[src/rtl/wdt_pkg.sv]
package wdt_pkg;

    localparam int DATA_W     = 16;
    localparam int SRC_N      = 3;
    localparam int CODE_W     = 3;
    localparam int STEP_LOG2  = 2;
    localparam int MAX_CODE   = 5;
    localparam int DIV_W      = STEP_LOG2 * MAX_CODE;
    localparam int CTRL_W     = SRC_N + CODE_W;

    typedef enum logic [1:0] {
        REG_LIMIT = 2'd0,
        REG_EN    = 2'd1,
        REG_COUNT = 2'd2,
        REG_CTRL  = 2'd3
    } reg_sel_e;

    typedef struct packed {
        logic [CODE_W-1:0] code;
        logic [SRC_N-1:0]  sel;
    } ctrl_t;

    typedef struct packed {
        logic limit_wr;
        logic en_wr;
        logic count_wr;
        logic ctrl_wr;
    } wr_hit_t;

    // Terminal value of the divider for a code; codes above the top one clamp.
    function automatic logic [DIV_W-1:0] div_last(input logic [CODE_W-1:0] code);
        int unsigned eff;
        logic [DIV_W:0] span;
        eff  = (int'(code) > MAX_CODE) ? MAX_CODE : int'(code);
        span = (DIV_W+1)'(1) << (STEP_LOG2 * eff);
        return DIV_W'(span - (DIV_W+1)'(1));
    endfunction

    // Merge write data into an old value under byte-lane enables.
    function automatic logic [DATA_W-1:0] lane_merge(input logic [DATA_W-1:0] old_v,
                                                     input logic [DATA_W-1:0] new_v,
                                                     input logic [DATA_W/8-1:0] be);
        logic [DATA_W-1:0] res;
        res = old_v;
        for (int i = 0; i < DATA_W/8; i++) begin
            if (be[i]) res[i*8 +: 8] = new_v[i*8 +: 8];
        end
        return res;
    endfunction

endpackage

[src/rtl/wdt_regs.sv]
module wdt_regs
    import wdt_pkg::*;
(
    input  logic                clk,
    input  logic                rst,
    input  logic                wr,
    input  logic [1:0]          word,
    input  logic [DATA_W-1:0]   wdata,
    input  logic [DATA_W/8-1:0] be,
    output logic [DATA_W-1:0]   limit_q,
    output logic                en_q,
    output ctrl_t               ctrl_q,
    output wr_hit_t             hit
);

    reg_sel_e sel;
    assign sel = reg_sel_e'(word);

    always_comb begin
        hit          = '0;
        hit.limit_wr = wr && (sel == REG_LIMIT);
        hit.en_wr    = wr && (sel == REG_EN);
        hit.count_wr = wr && (sel == REG_COUNT);
        hit.ctrl_wr  = wr && (sel == REG_CTRL);
    end

    always_ff @(posedge clk) begin
        if (rst) begin
            limit_q <= '0;
            en_q    <= 1'b0;
            ctrl_q  <= '0;
        end else begin
            if (hit.limit_wr) limit_q <= lane_merge(limit_q, wdata, be);
            if (hit.en_wr && be[0]) en_q <= wdata[0];
            if (hit.ctrl_wr && be[0]) ctrl_q <= ctrl_t'(wdata[CTRL_W-1:0]);
        end
    end

endmodule

[src/rtl/wdt_prescaler.sv]
module wdt_prescaler
    import wdt_pkg::*;
(
    input  logic             clk,
    input  logic             rst,
    input  logic             en,
    input  ctrl_t            ctrl,
    input  logic             ctrl_wr,
    input  logic [SRC_N-1:0] src_tick,
    output logic             sel_ok,
    output logic             pre_tick
);

    logic [SRC_N-1:0] hit;
    logic             src_live;
    logic [DIV_W-1:0] div_q;
    logic [DIV_W-1:0] last;

    for (genvar i = 0; i < SRC_N; i++) begin : g_src
        assign hit[i] = ctrl.sel[i] & src_tick[i];
    end

    assign sel_ok   = $onehot(ctrl.sel);
    assign src_live = sel_ok && (|hit);
    assign last     = div_last(ctrl.code);
    assign pre_tick = en && src_live && (div_q == last);

    always_ff @(posedge clk) begin
        if (rst) begin
            div_q <= '0;
        end else if (!en || ctrl_wr) begin
            div_q <= '0;
        end else if (src_live) begin
            div_q <= (div_q == last) ? '0 : div_q + DIV_W'(1);
        end
    end

endmodule

[src/rtl/wdt_counter.sv]
module wdt_counter
    import wdt_pkg::*;
(
    input  logic                clk,
    input  logic                rst,
    input  logic                en,
    input  logic [DATA_W-1:0]   limit,
    input  logic                pre_tick,
    input  logic                count_wr,
    input  logic [DATA_W-1:0]   wdata,
    input  logic [DATA_W/8-1:0] be,
    output logic [DATA_W-1:0]   count_q,
    output logic                req_q
);

    logic fired_q;
    logic at_limit;

    assign at_limit = (count_q == limit);

    always_ff @(posedge clk) begin
        if (rst) begin
            count_q <= '0;
            req_q   <= 1'b0;
            fired_q <= 1'b0;
        end else begin
            if (count_wr) begin
                count_q <= lane_merge(count_q, wdata, be);
            end else if (en && pre_tick && !at_limit) begin
                count_q <= count_q + DATA_W'(1);
            end
            req_q <= en && at_limit && !fired_q;
            if (!en || count_wr) begin
                fired_q <= 1'b0;
            end else if (at_limit) begin
                fired_q <= 1'b1;
            end
        end
    end

endmodule

[src/rtl/wdog_timer.sv]
module wdog_timer
    import wdt_pkg::*;
(
    input  logic        clk,
    input  logic        rst,
    input  logic [1:0]  bus_word,
    input  logic        bus_wr,
    input  logic [15:0] bus_wdata,
    input  logic [1:0]  bus_be,
    output logic [15:0] bus_rdata,
    input  logic        tick_periph,
    input  logic        tick_rtc,
    input  logic        tick_ext,
    output logic        reset_req
);

    logic [DATA_W-1:0] limit_q;
    logic              en_q;
    ctrl_t             ctrl_q;
    wr_hit_t           hit;
    logic              sel_ok;
    logic              pre_tick;
    logic [DATA_W-1:0] count_q;
    logic [SRC_N-1:0]  src_tick;

    assign src_tick = {tick_ext, tick_rtc, tick_periph};

    wdt_regs u_regs (
        .clk     (clk),
        .rst     (rst),
        .wr      (bus_wr),
        .word    (bus_word),
        .wdata   (bus_wdata),
        .be      (bus_be),
        .limit_q (limit_q),
        .en_q    (en_q),
        .ctrl_q  (ctrl_q),
        .hit     (hit)
    );

    wdt_prescaler u_pre (
        .clk      (clk),
        .rst      (rst),
        .en       (en_q),
        .ctrl     (ctrl_q),
        .ctrl_wr  (hit.ctrl_wr),
        .src_tick (src_tick),
        .sel_ok   (sel_ok),
        .pre_tick (pre_tick)
    );

    wdt_counter u_cnt (
        .clk      (clk),
        .rst      (rst),
        .en       (en_q),
        .limit    (limit_q),
        .pre_tick (pre_tick),
        .count_wr (hit.count_wr),
        .wdata    (bus_wdata),
        .be       (bus_be),
        .count_q  (count_q),
        .req_q    (reset_req)
    );

    always_comb begin
        unique case (reg_sel_e'(bus_word))
            REG_LIMIT: bus_rdata = limit_q;
            REG_EN:    bus_rdata = {{(DATA_W-1){1'b0}}, en_q};
            REG_COUNT: bus_rdata = count_q;
            REG_CTRL:  bus_rdata = {{(DATA_W-CTRL_W){1'b0}}, ctrl_q};
            default:   bus_rdata = '0;
        endcase
    end

endmodule

[config.mk]
export PLATFORM = sky130hd
export DESIGN_NAME = wdog_timer
export DESIGN_NICKNAME = d
export VERILOG_FILES = /design/src/rtl/wdt_pkg.sv /design/src/rtl/wdt_regs.sv /design/src/rtl/wdt_prescaler.sv /design/src/rtl/wdt_counter.sv /design/src/rtl/wdog_timer.sv
export SDC_FILE = /design/constraint.sdc
export NUM_CORES = 1
export LEC_CHECK = 0
export ABC_AREA = 0
export BUFFER_PORTS_ARGS = -buffer_cell sky130_fd_sc_hd__buf_2
export CORE_MARGIN = 1.5
export CORE_UTILIZATION = 60
export CTS_CLUSTER_DIAMETER = 60
export DETAILED_ROUTE_END_ITERATION = 8
export PLACE_DENSITY = 0.89
export SKIP_CTS_REPAIR_TIMING = 1
export SYNTH_ARGS = -nofsm -noshare
export SYNTH_HDL_FRONTEND = slang
export SYNTH_SLANG_ARGS = --single-unit
[constraint.sdc]
create_clock -name clk -period 7.9 [get_ports clk]
set_clock_uncertainty 0.1 [all_clocks]
set_input_delay 0.79 -clock clk [delete_from_list [all_inputs] [get_ports clk]]
set_output_delay 0.79 -clock clk [all_outputs]
set_load 0.01 [all_outputs]
Yosys cells after proc, flatten, opt, wreduce, memory -nomap -nowiden
Index checks and enable logic that the tools add are counted.
- add/sub/neg operators: 5
- $mul: 0
- div/mod/pow operators: 0
- magnitude comparators: 1
- equality and inequality tests: 8
- shift operators: 1
- mux-type cells: 7
- bitwise gates (word level): 3
- reduce and logical (&&, ||, !) cells: 27
- operators with widths (operator ; number):
    16-bit one-hot mux with 4 select lines ; 1
    16-bit 2-to-1 mux ; 2
    1-bit by 32-bit left shift with 10-bit output (first input constant) ; 1
    16-bit by 1-bit adder with 16-bit output (second input constant) ; 1
    16-bit == test ; 1
    8-bit 2-to-1 mux ; 2
    1-bit logical AND ; 13
    10-bit by 1-bit adder with 10-bit output (second input constant) ; 1
    10-bit == test ; 1
    10-bit 2-to-1 mux ; 1
    10-bit by 1-bit subtractor with 10-bit output (second input constant) ; 1
    2-bit AND reduction ; 4
    2-bit by 1-bit == test with 1-bit output (second input constant) ; 2
    2-bit == test (second input constant) ; 2
    2-bit inequality test (second input constant) ; 2
    2-bit OR reduction ; 2
    1-bit AND ; 3
    3-bit > comparator (second input constant) ; 1
    1-bit zero test ; 3
    3-bit 2-to-1 mux ; 1
    3-bit OR reduction ; 1
    1-bit by 1-bit adder with 2-bit output ; 1
    2-bit by 1-bit adder with 2-bit output ; 1
    2-bit zero test ; 1
    2 further kinds ; 3
- bits in registers: 51
- latch bits: 0
- memory bits (writable): 0
- bits in read-only memories: 0
- input bits: 26
- output and inout bits: 17
- memories: 0

Logic depth before layout (Yosys ltp)
Gate-level depths: netlist of the first run.
- depth in word-level cells: 10
- mapped depth: 12
- depth with buffers taken out: 9

Hierarchy
From an unflattened synthesis of the first run, not the netlist that was laid out.
- cell total of the unflattened synthesis: 391
- area total of the unflattened synthesis: 3394.5 um2
- modules (own cells, without submodules) (module ; times used ; cells an instance ; area each (um2)):
    wdt_counter ; 1 ; 171 ; 1353.8
    wdt_regs ; 1 ; 105 ; 1091.0
    wdt_prescaler ; 1 ; 75 ; 661.9
    wdog_timer ; 1 ; 40 ; 287.8

Worst setup path after synthesis of the first run
Ideal clock, no wire load.
- path type: input -> output
- start: input port bus_word[1]
- end: output port bus_rdata[10]
- arrival time: 1953 ps
- setup slack: 5057 ps
- stages: 4
- cells stage by stage: clkbuf_1 -> clkbuf_1 -> mux2i_1 -> nor2_1
- longest elaborated chain between the ends: 2
- RTL lines (item ; RTL line ; source):
    from (decl) ; wdog_timer.sv:6 ; input logic [1:0] bus_word,
    2-bit == test, or another cell as far along ; wdog_timer.sv:66 ; unique case (reg_sel_e'(bus_word))
    16-bit one-hot mux with 4 select lines (*) ; wdog_timer.sv:66 ;
    to (decl) ; wdog_timer.sv:10 ; output logic [15:0] bus_rdata,
Every way passes the cells marked *; elsewhere a longest branch is shown, timed or not.

Worst setup path in the final report of the first run
- start: register, netlist name u_regs.ctrl_q[5]
- end: register u_cnt.count_q[5]
- longest elaborated chain between the ends: 10
- RTL lines (item ; RTL line ; source):
    3-bit > comparator ; wdt_pkg.sv:34 ; eff = (int'(code) > MAX_CODE) ? MAX_CODE : int'(code);
    3-bit 2-to-1 mux (*) ; wdt_pkg.sv:34 ;
    1-bit by 32-bit left shift with 10-bit output (*) ; wdt_pkg.sv:35 ; span = (DIV_W+1)'(1) << (STEP_LOG2 * eff);
    10-bit by 1-bit subtractor with 10-bit output (*) ; wdt_pkg.sv:36 ; return DIV_W'(span - (DIV_W+1)'(1));
    10-bit == test (*) ; wdt_prescaler.sv:26 ; assign pre_tick = en && src_live && (div_q == last);
    1-bit logical AND (*) ; wdt_prescaler.sv:26 ;
    1-bit logical AND (*) (2 in a row) ; wdt_counter.sv:29 ; end else if (en && pre_tick && !at_limit) begin
    2-bit nonzero test (no source line) (*) ; n/a ;
    2-bit AND reduction (no source line) (*) ; n/a ;
    to (signal assigned) ; wdt_counter.sv:28 ; count_q <= lane_merge(count_q, wdata, be);
    to (signal assigned) ; wdt_counter.sv:30 ; count_q <= count_q + DATA_W'(1);
    to (decl) ; wdt_counter.sv:12 ; output logic [DATA_W-1:0] count_q,
Marks and branches as above.
A chain may end at the register's enable or synchronous reset.

==> impl_metrics.env, run 1 <==
export IMPL_status="finished, final reports clean"
export IMPL_dp_slack_ps=4400
export IMPL_tightest_slew_ps=998
export IMPL_cts_path_max_buffers=2
export IMPL_synth_cell_area_um2=3090
export IMPL_power_share_sequential_pct=55.1
export IMPL_die_h_um=74.7
export IMPL_drt_iter0_drc=258
export IMPL_wl_per_cell_um=16.0
export IMPL_cts_tree="yes"
export IMPL_clk_pin_slew_ps=90
export IMPL_netlist_top_cells_count="dfxtp_1, nor2_1, nand2_1"
export IMPL_synth_most_common_cell="dfxtp_1"
export IMPL_hold_slack_ps=322
export IMPL_ys_warn_count=0
export IMPL_setup_violations=0
export IMPL_r2r_start="u_regs.ctrl_q[5]"
export IMPL_synth_top_area_share_pct=33.1
export IMPL_hold_viol_final=0
export IMPL_reg2reg_to="u_cnt.count_q[5]"
export IMPL_combinationalPowerShare_pct=10.7
export IMPL_fin_crit_ps=3630
export IMPL_cp_startpoint="u_regs.ctrl_q[5]"
export IMPL_crit_type="flip-flop to flip-flop"
export IMPL_ant_nets=0
export IMPL_crit_fanout=17
export IMPL_place_port_buffers=42
export IMPL_gp_congestion=0.982
export IMPL_antenna_found_initial=0
export IMPL_totalWireLength_um=7490
export IMPL_worstPathArrival_ps=3750
export IMPL_cts_made_buffers=5
export IMPL_clockRootBuffer="clkbuf_8"
export IMPL_drc=0
export IMPL_finalSetupTns_ps=0
export IMPL_r2r_cells=8
export IMPL_initial_utilization_pct=63.7
export IMPL_synth_seq_cells=51
export IMPL_rows=25
export IMPL_die_x_um=74.7
export IMPL_critPathRequiredTime_ps=8010
export IMPL_final_util_pct=69.2
export IMPL_via_count=2843
export IMPL_antenna_cells=0
export IMPL_ys_seq_area_share_pct=33.1
export IMPL_clk_latency_ps=300
export IMPL_dp_cells=461
export IMPL_dieArea_um2=5590
export IMPL_cts_htree_levels=2
export IMPL_async_flop_share_pct=0
export IMPL_synth_nets=410
export IMPL_cap_violations=0
export IMPL_internal_power_uw=360
export IMPL_syn_inst=380
export IMPL_synth_area_leader_cell="dfxtp_1"
export IMPL_hp_class="flip-flop to flip-flop"
export IMPL_yosys_top_cells_area="dfxtp_1, mux2i_1, nor2_1, xnor2_1, nand2_1"
export IMPL_slew_violations=0
export IMPL_crit_end="u_cnt.count_q[5]"
export IMPL_dp_hpwl_um=5460
export IMPL_pwr_share_clk_pct=34.1
export IMPL_area_growth_pct=8.71
export IMPL_fp_coreArea_um2=4850
export IMPL_synth_edff_count=0
export IMPL_ir_drop_mv=0.0904
export IMPL_startpoint_type="flip-flop"
export IMPL_gr_usage_all_layers_pct=28.6
export IMPL_switchingPower_uw=119
export IMPL_grt_pass1_vias=2513
export IMPL_finalCritPeriodShare_pct=46.0
export IMPL_p_leak_nw=1.29
export IMPL_viasPerCell=6.06
export IMPL_io_pins=43
export IMPL_grt_max_degree=39
export IMPL_rsz0062_at_grt="no"
export IMPL_endpoint_kind="flip-flop"
export IMPL_sw_frac_of_total_pct=24.9
export IMPL_layout_drive_gt1_share_pct=13.9
export IMPL_r2r_slack_ps=4270
export IMPL_stdcell_count=469
export IMPL_setup_ws_ps=4270
export IMPL_relSlewSlack_pct=33.5
export IMPL_nets=431
export IMPL_avgSynthCellArea_um2=8.13
export IMPL_slowest_delay_ps=660
export IMPL_gr_total_overflow=0
export IMPL_grt_pass1_wl_um=12300
export IMPL_worstPathCellList="or3_1, ha_1, xnor2_1, nand3_1, a2111oi_2, nand4bb_1, and2_4, o41ai_4"
export IMPL_synth_cell_types=47
export IMPL_p_per_area_nw_per_um2=143
export IMPL_slowest_stage="nand4bb_1"
export IMPL_drtPass1Iterations=5
export IMPL_synthFlopType="dfxtp_1"
export IMPL_numClockSinks=51
export IMPL_max_freq_mhz=275
-- registers in the layout (all words and copies together), names as in the netlist --
name	flops
u_cnt.count_q	16
u_regs.limit_q	16
u_pre.div_q	10
u_regs.ctrl_q	6
u_cnt.fired_q	1
u_cnt.req_q	1
u_regs.en_q	1
-- layout by cell type (no fill, tap or decap), types with 2 or more instances in the layout --
| master | netlist | routed |
|---|---|---|
| a211oi_1 | 2 | 2 |
| a21oi_1 | 25 | 25 |
| and2_1 | 9 | 9 |
| and3_1 | 5 | 5 |
| and3b_1 | 2 | 2 |
| and4_1 | 2 | 2 |
| buf_2 | 4 | 42 |
| clkbuf_8 | 0 | 7 |
| dfxtp_1 | 51 | 51 |
| ha_1 | 3 | 3 |
| inv_1 | 7 | 7 |
| mux2i_1 | 32 | 32 |
| nand2_1 | 40 | 40 |
| nand2b_1 | 2 | 2 |
| nand3_1 | 15 | 15 |
| nand4_1 | 10 | 10 |
| nor2_1 | 48 | 48 |
| nor3_1 | 12 | 12 |
| nor4_1 | 6 | 6 |
| o2111ai_1 | 9 | 9 |
| o211ai_1 | 2 | 2 |
| o21ai_0 | 9 | 9 |
| o31ai_1 | 9 | 9 |
| or3_1 | 2 | 2 |
| xnor2_1 | 19 | 19 |
| xor2_1 | 11 | 11 |
-- per-layer routing --
layer | routed length (um) | track usage (%) | up-vias
li1 | - | - | 1401
met1 | 3290 | 40.6 | 1308
met2 | 3460 | 44.9 | 120
met3 | 615 | 4.95 | 14
met4 | 119 | 8.48 | 0
met5 | 0 | 0 | -
-- metrics by stage --
step / cell area [um2] / total power [mW]
2_1_floorplan: 3090 / 0.304
3_3_place_gp: 3260 / 0.319
3_5_place_dp: 3260 / 0.321
4_1_cts: 3360 / 0.480
5_1_grt: 3360 / 0.496
6_report: 3360 / 0.479
-- area by class of cell --
cell class / instances / area [um2]
Inverter: 7 / 26.3
Timing Repair Buffer: 42 / 210
Fill cell: 387 / 1490
Clock buffer: 8 / 100
Multi-Input combinational cell: 294 / 1920
Sequential cell: 51 / 1020
Tap cell: 67 / 83.8
-- critical path, delay by kind of cell (launching register included) --
kind / cells / cell delay, ps
flip-flops: 1 / 410
XOR/XNOR: 1 / 230
AO/OA/AOI/OAI: 2 / 760
AND/OR/NAND/NOR: 4 / 1760
adder cells (fa/ha/maj): 1 / 260
-- power groups by stage --
stage / Clock, mW / Combinational (mW) / Sequential (mW)
after floorplan: 0 / 0.0353 / 0.268
after global routing: 0.176 / 0.0560 / 0.265
after CTS: 0.165 / 0.0510 / 0.264
final: 0.164 / 0.0515 / 0.264
after detailed placement: 0 / 0.0507 / 0.270
after global placement: 0 / 0.0496 / 0.270
-- how the worst min path moves through the flow --
stage / endpoint / cells past startpoint / slack, ps / from
after floorplan: u_cnt.req_q / 1 / 300 / u_cnt.fired_q
after global placement: u_cnt.req_q / 1 / 310 / u_cnt.fired_q
after CTS: u_cnt.req_q / 1 / 320 / u_cnt.fired_q
after global routing: u_cnt.req_q / 1 / 360 / u_cnt.fired_q
after detailed placement: u_cnt.req_q / 1 / 310 / u_cnt.fired_q
final: u_cnt.req_q / 1 / 320 / u_cnt.fired_q
-- cells by family after synthesis --
| family | share of synthesized area [%] |
|---|---|
| buf+inv | 4.90 |
| xor+xnor | 8.51 |
| simple gates | 25.2 |
| compound gates | 15.4 |
| mux | 11.1 |
| fa+ha+maj | 1.86 |
| flops | 33.1 |
Power figures use the tool's default switching activity.
==> run 2: changes to the inputs <==
--- a/config.mk
+++ b/config.mk
@@ -8,10 +8,10 @@
 export ABC_AREA = 0
 export BUFFER_PORTS_ARGS = -buffer_cell sky130_fd_sc_hd__buf_2
 export CORE_MARGIN = 1.5
-export CORE_UTILIZATION = 60
+export CORE_UTILIZATION = 52
 export CTS_CLUSTER_DIAMETER = 60
 export DETAILED_ROUTE_END_ITERATION = 8
-export PLACE_DENSITY = 0.89
+export PLACE_DENSITY = 0.82
 export SKIP_CTS_REPAIR_TIMING = 1
 export SYNTH_ARGS = -nofsm -noshare
 export SYNTH_HDL_FRONTEND = slang
==> constraint.sdc (replaced) <==
create_clock -name clk -period 3 [get_ports clk]
set_clock_uncertainty 0.1 [all_clocks]
set_input_delay 0.3 -clock clk [delete_from_list [all_inputs] [get_ports clk]]
set_output_delay 0.3 -clock clk [all_outputs]
set_load 0.01 [all_outputs]
==> run 2 against run 1 <==
Compared with the run above: design area grew 2.1%; non-clock buffer count grew 11; global-route usage shrank 3.4 points; core utilization shrank 8.1 points; power grew to 2.6 times the previous value; register-to-register slack lost 4100 ps; routed wire length grew 2.2%; fmax grew 29%; sequential power grew to 2.6 times the previous value; first-iteration DRC count shrank 35%; largest cell class unchanged.
==> impl_metrics.env, run 2 (same netlist as run 1, synthesis figures left out) <==
export IMPL_status="finished, final reports clean"
export IMPL_p_per_area_nw_per_um2=360
export IMPL_met3WireLength_um=505
export IMPL_crit_type="flip-flop to flip-flop"
export IMPL_finalCritPeriodShare_pct=94.1
export IMPL_fillers=508
export IMPL_endpoint_kind="flip-flop"
export IMPL_drt_iter0_drc=167
export IMPL_finalSetupTns_ps=0
export IMPL_top_regs="u_cnt.count_q (16), u_regs.limit_q (16), u_pre.div_q (10)"
export IMPL_cap_violations=0
export IMPL_stdcell_count=485
export IMPL_cts_path_max_buffers=2
export IMPL_io_pins=43
export IMPL_ir_drop_mv=0.229
export IMPL_startpoint_type="flip-flop"
export IMPL_slowest_stage="or3_1"
export IMPL_wl_met1_um=3380
export IMPL_gr_total_overflow=0
export IMPL_fp_coreArea_um2=5610
export IMPL_slowest_delay_ps=420
export IMPL_tightest_slew_ps=649
export IMPL_antenna_found_initial=0
export IMPL_viasPerCell=6.01
export IMPL_critPathRequiredTime_ps=3130
export IMPL_final_area_um2=3430
export IMPL_grt_max_degree=38
export IMPL_nets=442
export IMPL_final_common_cell="dfxtp_1"
export IMPL_p_leak_nw=1.33
export IMPL_setup_violations=0
export IMPL_dp_hpwl_um=5550
export IMPL_worstPathArrival_ps=2950
export IMPL_clk_pin_slew_ps=90
export IMPL_grt_pass1_vias=2632
export IMPL_dp_cells=477
export IMPL_slew_violations=0
export IMPL_cts_htree_levels=2
export IMPL_die_h_um=80.1
export IMPL_initial_utilization_pct=55.1
export IMPL_dpl_cell_area_um2=3350
export IMPL_holdCritStartpoint="bus_wdata[6]"
export IMPL_dieArea_um2=6410
export IMPL_cts_made_buffers=5
export IMPL_highest_layer="met4"
export IMPL_max_freq_mhz=354
export IMPL_gp_congestion=0.905
export IMPL_hold_viol_final=0
export IMPL_cts_tree="yes"
export IMPL_via_count=2915
export IMPL_rows=27
export IMPL_die_x_um=80.1
export IMPL_relSlewSlack_pct=56.7
export IMPL_clk_latency_ps=310
export IMPL_gr_usage_all_layers_pct=25.2
export IMPL_place_port_buffers=42
export IMPL_wl_met2_um=3650
export IMPL_clockRootBuffer="clkbuf_8"
export IMPL_wl_per_cell_um=15.8
export IMPL_rsz0062_at_grt="no"
export IMPL_hp_class="input port to flip-flop"
export IMPL_area_growth_pct=11.0
export IMPL_antenna_cells=0
export IMPL_numClockSinks=51
export IMPL_totalWireLength_um=7650
export IMPL_layout_drive_gt1_share_pct=16.0
export IMPL_drtPass1Iterations=4
export IMPL_fin_crit_ps=2820
export IMPL_crit_fanout=17
export IMPL_grt_pass1_wl_um=12600
export IMPL_power_mw=1.23
export IMPL_ant_nets=0
export IMPL_worstPathCellList="or3_1, ha_1, xnor2_1, nand3_1, a2111oi_2, nand4bb_1, buf_4, and2_4, o41ai_4"
export IMPL_drc=0
export IMPL_r2r_start="u_regs.ctrl_q[5]"
export IMPL_layout_common_cells="dfxtp_1, nor2_1, buf_2, nand2_1, mux2i_1"
export IMPL_cp_startpoint="u_regs.ctrl_q[5]"
## run 2: worst paths after layout
check	end	slack (ps)	cells past startpoint
worst max-delay path	u_cnt.count_q[5]	180	9
worst max register to register	u_cnt.count_q[5]	180	9
worst min register to register	u_cnt.req_q	320	1
worst min-delay path	u_regs.limit_q[6]	130	3
## run 2: through the flow
step | hold slack [ps] | util [%] | setup WS (ps)
global placement | 305 | 59.7 | 258
global route | 135 | 61.1 | 20.3
CTS | 127 | 61.1 | 169
floorplan | 297 | - | 273
finish | 126 | 61.1 | 177
detailed placement | 311 | 59.7 | 195
## run 2: power by group
group | switching, mW | internal [mW]
registers | 0.00864 | 0.685
clock network | 0.227 | 0.164
logic | 0.0877 | 0.0604
total | 0.324 | 0.909
## run 2: per-layer routing
layer / track usage (%) / vias to the layer above
li1: - / 1415
met1: 33.9 / 1385
met2: 40.1 / 103
met3: 5.34 / 12
met4: 8.45 / 0
met5: 0 / -
## run 2: worst max-delay path: cells and delay by family, from the launching register on
| kind | cells | cell delay [ps] |
|---|---|---|
| fa+ha+maj | 1 | 260 |
| xor+xnor | 1 | 230 |
| buf+inv | 1 | 210 |
| compound gates | 2 | 680 |
| simple gates | 4 | 940 |
| flops | 1 | 310 |
## run 2: area by class of cell
type	count	area (um2)	share of cell area, %
multi-input combinational	294	1920	55.9
sequential	51	1020	29.8
timing repair buffer	53	293	8.54
tap	72	90.1	2.63
clock buffer	7	76.3	2.23
inverter	7	26.3	0.767
clock inverter	1	5.00	0.146
